$ cat src/rtl/trap_seq_pkg.sv
package trap_seq_pkg;
   localparam int TT_W = 9;
   localparam int PS_W = 12;
   localparam int PS_AG   = 0;
   localparam int PS_PRIV = 2;
   localparam int PS_PEF  = 4;
   localparam int PS_RED  = 5;
   localparam logic [PS_W-1:0] PS_ENTRY =
      PS_W'((1 << PS_AG) | (1 << PS_PRIV) | (1 << PS_PEF));
   localparam logic [PS_W-1:0] PS_RED_MASK = PS_W'(1 << PS_RED);

   // saved context word, bit positions fixed by the state layout
   typedef struct packed {
      logic [7:0]      ccr;
      logic [7:0]      asi;
      logic [3:0]      rsvd;
      logic [PS_W-1:0] ps;
      logic [7:0]      cwp;
   } tstate_t;

   function automatic tstate_t pack_state(logic [7:0] ccr, logic [7:0] asi,
                                          logic [PS_W-1:0] ps, logic [7:0] cwp);
      tstate_t s;
      s.ccr  = ccr;
      s.asi  = asi;
      s.rsvd = '0;
      s.ps   = ps;
      s.cwp  = cwp;
      return s;
   endfunction
endpackage

$ cat src/rtl/trap_level_ctl.sv
module trap_level_ctl #(
   parameter int MAXTL = 5,
   parameter int TLW   = $clog2(MAXTL + 1)
) (
   input  logic           clk,
   input  logic           rst_n,
   input  logic           inc,
   input  logic           dec,
   output logic [TLW-1:0] tl,
   output logic           at_max,
   output logic           red_entry,
   output logic           nested
);
   localparam logic [TLW-1:0] TL_MAX = TLW'(MAXTL);
   localparam logic [TLW-1:0] TL_RED = TLW'(MAXTL - 1);

   assign at_max    = (tl == TL_MAX);
   assign red_entry = (tl >= TL_RED);
   assign nested    = (tl > TLW'(1));

   always_ff @(posedge clk) begin
      if (!rst_n)
         tl <= '0;
      else if (inc && !at_max)
         tl <= tl + TLW'(1);
      else if (dec && tl != '0)
         tl <= tl - TLW'(1);
   end


   tl_bound_chk: assert property (@(posedge clk) disable iff (!rst_n)
      tl <= TL_MAX);

   tl_dec_chk: assert property (@(posedge clk) disable iff (!rst_n)
      (dec && !inc && tl != '0) |=> (tl == $past(tl) - TLW'(1)));
endmodule

$ cat src/rtl/trap_stack.sv
module trap_stack
   import trap_seq_pkg::*;
#(
   parameter int MAXTL = 5,
   parameter int AW    = 64,
   parameter int SW    = (MAXTL > 1) ? $clog2(MAXTL) : 1
) (
   input  logic            clk,
   input  logic            rst_n,
   input  logic            we,
   input  logic [SW-1:0]   widx,
   input  logic [AW-1:0]   wpc,
   input  logic [AW-1:0]   wnpc,
   input  tstate_t         wst,
   input  logic [TT_W-1:0] wtt,
   input  logic [SW-1:0]   ridx,
   output logic [AW-1:0]   rpc,
   output logic [AW-1:0]   rnpc,
   output tstate_t         rst,
   output logic [TT_W-1:0] rtt
);
   logic [AW-1:0]   pc_q  [MAXTL];
   logic [AW-1:0]   npc_q [MAXTL];
   tstate_t         st_q  [MAXTL];
   logic [TT_W-1:0] tt_q  [MAXTL];

   for (genvar g = 0; g < MAXTL; g++) begin : g_slot
      always_ff @(posedge clk) begin
         if (!rst_n) begin
            pc_q[g]  <= '0;
            npc_q[g] <= '0;
            st_q[g]  <= '0;
            tt_q[g]  <= '0;
         end else if (we && widx == SW'(g)) begin
            pc_q[g]  <= wpc;
            npc_q[g] <= wnpc;
            st_q[g]  <= wst;
            tt_q[g]  <= wtt;
         end
      end
   end

   assign rpc  = pc_q[ridx];
   assign rnpc = npc_q[ridx];
   assign rst  = st_q[ridx];
   assign rtt  = tt_q[ridx];


   slot_range_chk: assert property (@(posedge clk) disable iff (!rst_n)
      we |-> (int'(widx) < MAXTL));
endmodule

$ cat src/rtl/trap_seq.sv
module trap_seq
   import trap_seq_pkg::*;
#(
   parameter int MAXTL = 5,
   parameter int AW    = 64,
   parameter int TLW   = $clog2(MAXTL + 1)
) (
   input  logic            clk,
   input  logic            rst_n,
   input  logic            trap_req,
   input  logic [8:0]      trap_type,
   input  logic            done_req,
   input  logic            retry_req,
   input  logic [AW-1:0]   pc_i,
   input  logic [AW-1:0]   npc_i,
   input  logic [7:0]      ccr_i,
   input  logic [7:0]      asi_i,
   input  logic [7:0]      cwp_i,
   input  logic [AW-1:0]   tba_i,
   output logic            redir_vld,
   output logic [AW-1:0]   redir_pc,
   output logic [AW-1:0]   redir_npc,
   output logic            ret_vld,
   output logic [7:0]      ret_ccr,
   output logic [7:0]      ret_asi,
   output logic [7:0]      ret_cwp,
   output logic [11:0]     pstate_o,
   output logic [TLW-1:0]  tl_o,
   output logic [8:0]      tt_o,
   output logic            err_o
);
   localparam int SW = (MAXTL > 1) ? $clog2(MAXTL) : 1;
   localparam int VEC_LSB = 15;

   if (MAXTL < 2) begin : g_bad_maxtl
      $error("trap_seq: MAXTL must be at least 2");
   end
   if (AW < VEC_LSB + 1) begin : g_bad_aw
      $error("trap_seq: AW must exceed the vector field");
   end

   logic            at_max, red_entry, nested;
   logic            trap_ok, trap_err, do_done, do_retry, do_ret;
   logic [AW-1:0]   s_pc, s_npc;
   tstate_t         s_st;
   logic [TT_W-1:0] s_tt;
   logic [SW-1:0]   wr_slot, rd_slot;
   logic [AW-1:0]   vec;

   // request decode: trap > done > retry; returns need an active level
   assign trap_ok  = trap_req && !at_max;
   assign trap_err = trap_req && at_max;
   assign do_done  = !trap_req && done_req && (tl_o != '0);
   assign do_retry = !trap_req && !done_req && retry_req && (tl_o != '0);
   assign do_ret   = do_done || do_retry;

   assign wr_slot = SW'(tl_o);
   assign rd_slot = SW'(tl_o - TLW'(1));

   trap_level_ctl #(.MAXTL(MAXTL), .TLW(TLW)) i_lvl (
      .clk(clk), .rst_n(rst_n), .inc(trap_ok), .dec(do_ret),
      .tl(tl_o), .at_max(at_max), .red_entry(red_entry), .nested(nested));

   trap_stack #(.MAXTL(MAXTL), .AW(AW), .SW(SW)) i_stk (
      .clk(clk), .rst_n(rst_n), .we(trap_ok), .widx(wr_slot),
      .wpc(pc_i), .wnpc(npc_i),
      .wst(pack_state(ccr_i, asi_i, pstate_o, cwp_i)), .wtt(trap_type),
      .ridx(rd_slot), .rpc(s_pc), .rnpc(s_npc), .rst(s_st), .rtt(s_tt));

   assign vec  = {tba_i[AW-1:VEC_LSB], nested, trap_type, 5'b0};
   assign tt_o = (tl_o != '0) ? s_tt : '0;

   always_ff @(posedge clk) begin
      if (!rst_n) begin
         pstate_o  <= '0;
         redir_vld <= 1'b0;
         redir_pc  <= '0;
         redir_npc <= '0;
         ret_vld   <= 1'b0;
         ret_ccr   <= '0;
         ret_asi   <= '0;
         ret_cwp   <= '0;
         err_o     <= 1'b0;
      end else begin
         redir_vld <= trap_ok || do_ret;
         ret_vld   <= do_ret;
         err_o     <= trap_err;
         if (trap_ok) begin
            pstate_o  <= PS_ENTRY | (red_entry ? PS_RED_MASK : '0);
            redir_pc  <= vec;
            redir_npc <= vec + AW'(4);
         end else if (do_ret) begin
            pstate_o  <= s_st.ps;
            ret_ccr   <= s_st.ccr;
            ret_asi   <= s_st.asi;
            ret_cwp   <= s_st.cwp;
            redir_pc  <= do_done ? s_npc : s_pc;
            redir_npc <= do_done ? s_npc + AW'(4) : s_npc;
         end
      end
   end


   entry_ps_chk: assert property (@(posedge clk) disable iff (!rst_n)
      trap_ok |=> (pstate_o[PS_PRIV] && pstate_o[PS_AG] && pstate_o[PS_PEF]));

   err_hold_chk: assert property (@(posedge clk) disable iff (!rst_n)
      trap_err |=> (err_o && !redir_vld && $stable(tl_o) && $stable(pstate_o)));

   idle_ret_chk: assert property (@(posedge clk) disable iff (!rst_n)
      (!trap_req && (done_req || retry_req) && tl_o == '0) |=> !redir_vld);

   ret_excl_chk: assert property (@(posedge clk) disable iff (!rst_n)
      !(err_o && redir_vld) && (!ret_vld || redir_vld));
endmodule

$ cat config.mk
export PLATFORM = sky130hd
export DESIGN_NAME = trap_seq
export DESIGN_NICKNAME = d
export VERILOG_FILES = /design/src/rtl/trap_seq_pkg.sv /design/src/rtl/trap_level_ctl.sv /design/src/rtl/trap_stack.sv /design/src/rtl/trap_seq.sv
export SDC_FILE = /design/constraint.sdc
export NUM_CORES = 2
export LEC_CHECK = 0
export BUFFER_PORTS_ARGS = -buffer_cell sky130_fd_sc_hd__buf_2
export CAP_MARGIN = 15
export CORE_MARGIN = 2
export CORE_UTILIZATION = 35
export CTS_CLUSTER_SIZE = 30
export DETAILED_ROUTE_END_ITERATION = 10
export PLACE_DENSITY = 0.54
export SETUP_SLACK_MARGIN = 0.05
export SLEW_MARGIN = 5
export SYNTH_ARGS = -nofsm -noshare
export SYNTH_HDL_FRONTEND = slang
export SYNTH_SLANG_ARGS = --single-unit
export TNS_END_PERCENT = 1
$ cat constraint.sdc
create_clock -name clk -period 6.6 [get_ports clk]
set_input_delay 0.66 -clock clk [delete_from_list [all_inputs] [get_ports clk]]
set_output_delay 0.66 -clock clk [all_outputs]
set_load 0.05 [all_outputs]
==> reports/metrics.yaml <==
worstPathMaxFanout: 49
drc: 0
synthDominantAreaCellType: "edfxtp_1"
pwr-share-seq_pct: 41.8
status: "complete, no violations"
power-per-cell-area_nw_per_um2: 353
hold_path_class: "input pin to flip-flop"
mostFrequentLayoutCell: "and2_1"
clock_path_buffers: 3
switching_share_pct: 32.8
drv_slew: 0
cts_sinks: 1035
internal-power_uw: 13000
antenna_found_initial: 74
finalHoldViolations: 0
fp.dieW_um: 371
p_sw_uw: 6330
coreArea_sq_um: 134000
synth-seq-cells: 1035
dp_hpwl_um: 99000
avgSynthCellArea_sq_um: 13.4
setup_viol: 0
final_cell_mix: "and2_1, edfxtp_1, buf_2"
synth_edf_count: 865
cap_viol_max_count: 0
worstPathArrival_ps: 5780
cts-root-buf: "clkbuf_16"
fin_crit_sh_pct: 78.6
critPathKind: "flip-flop to flip-flop"
drive_gt1_share_pct: 21.1
seq_area_sq_um: 29400
synth_cell_types: 61
grt_max_degree: 155
dp.cells: 5490
cts_buffers: 112
maxSlewHeadroom_pct: 27.2
p_clk_share_pct: 32.5
synth_nets: 3764
critPathLaunchType: "flip-flop"
fillCellCount: 12465
cts_hold_buf: 0
cts_max_level: 3
wl_per_cell_um: 27.5
placed_cell_area_sq_um: 51000
multi_input_area_sq_um: 16800
ir_drop_mv: 0.239
synth-async-reset-ratio_pct: 0
synth_area_sq_um: 47100
clock_skew_ps: 42.1
power.leakage_uw: 0.0208
place.gp.congestion: 0.836
ios: 409
dieArea_sq_um: 138000
via_count: 30336
synthToLayoutAreaGrowth_pct: 16.0
drt-initial-drc-count: 2833
yosys_warnings: 0
tightest_slew_ps: 1090
finalWirelength_um: 158000
reg2reg_slack_ps: 1410
first_pass_iters: 5
synthCells: 3527
netlist.area_leader.share_pct: 55.1
cts_setup_buffers: 0
cts_resized: 0
cts_tree: "done"
overflow: 0
detail-route-antenna-nets: 0
fmax_ghz: 0.193
worstPathRequired_ps: 7190
netlist_top_cells_area: "edfxtp_1, and2_1, mux4_2"
vias_per_cell: 5.30
fin_util_pct: 40.9
grt_pass1_wl_um: 223000
ys_seq_area_share_pct: 62.3
worstSetupEndpointType: "flip-flop"
period_needed_ps: 5190
rsz0062_at_grt: "false"
start_util_pct: 35.3
track_usage_pct: 22.6
nNetsFinal: 4074
row_count: 134
io_buffers: 393
synth-main-ff-cell: "edfxtp_1"
fin_tns_setup_ps: 0
fin_area_sq_um: 54700
clk_latency_ps: 730
fin_cells: 5727
grt_pass1_vias: 29537
die_h_um: 371
combPwrFrac_pct: 25.6
cts.reportedPaths.clkPinSlew_ps: 60
per-layer routing:
metal  vias to the layer above  share of wire (%)  track usage (%)
met5                         -               0.15                0
met4                        38                2.7             6.45
met3                       253                9.2             7.63
met2                      1153                 47             36.0
met1                     15360                 41             29.3
li1                      13532                  -                -
cells by family (layout without fill, tap and decap cells):
| group | after synthesis | in the layout | synth area share, % |
|---|---|---|---|
| other | 0 | 23 | 0 |
| AND/OR/NAND/NOR | 1545 | 1545 | 17.9 |
| flip-flops | 1035 | 1035 | 62.3 |
| multiplexers | 246 | 246 | 10.5 |
| buffers and inverters | 267 | 676 | 2.35 |
| AO/OA/AOI/OAI | 374 | 374 | 5.75 |
| XOR/XNOR | 53 | 53 | 0.985 |
| adder cells (fa/ha/maj) | 7 | 7 | 0.186 |
critical path, cell delays in order, from the launching register on:
cell,delay (ps)
dfxtp_4,780
inv_2,340
ha_4,670
buf_12,350
mux4_1,290
nand3_1,140
a222oi_1,380
buf_4,220
and4_1,360
and4b_1,540
nand4_1,180
xor2_1,520
o21ai_0,160
state kept, by name, summed over array words and instances, names as in the netlist:
name,cells
err_o,1
redir_npc,64
i_stk.st_q,180
redir_pc,64
ret_vld,1
redir_vld,1
ret_cwp,8
i_stk.npc_q,320
ret_asi,8
i_stk.tt_q,45
pstate_o,12
ret_ccr,8
i_lvl.tl,3
i_stk.pc_q,320
synthesized netlist by cell type (all sizes together) (11+ instances only):
master,instances
a21boi,67
a21oi,31
a22o,35
a22oi,78
and2,882
and3,17
buf,73
clkbuf,184
dfxtp,170
edfxtp,865
mux2i,46
mux4,196
nand2,390
nand3,137
nand4,27
nor2,39
nor2b,11
nor3,20
o211a,25
o211ai,26
o21ai,67
xnor2,28
xor2,25
per-stage QoR:
step                      power, uW  worst slack (ps)  hold slack (ps)
after global placement        13200              1520              438
final                         19300              1410              254
after CTS                     19400              1420              207
after floorplan               11400               292              493
after detailed placement      13200              1480              441
after global routing          20000              1260              223
cell type report:
type                       instances  area share, %
antenna                           23          0.105
tap                             1768           4.05
inverter                          10         0.0686
multi-input combinational       2225           30.7
sequential                      1035           53.7
clock inverter                    44          0.744
timing repair buffer             453           4.72
clock buffer                     169           5.91
path summary, 6_finish.rpt:
check | startpoint | end | depth (start not counted)
worst min register to register | redir_npc[1] | redir_npc[1] | 2
worst max register to register | i_lvl.tl[0] | redir_npc[45] | 12
worst max-delay path | i_lvl.tl[0] | redir_npc[45] | 12
worst min-delay path | npc_i[19] | i_stk.npc_q[3][19] | 2
power by group through the flow:
| stage | clock network [uW] | logic, uW | registers (uW) |
|---|---|---|---|
| 3_5_place_dp | 0 | 4980 | 8210 |
| 3_3_place_gp | 0 | 4970 | 8200 |
| 6_report | 6280 | 4950 | 8080 |
| 5_1_grt | 6620 | 5230 | 8140 |
| 2_1_floorplan | 0 | 2740 | 8670 |
| 4_1_cts | 6360 | 5000 | 8080 |
No activity file was read; power rests on OpenSTA's default activity.
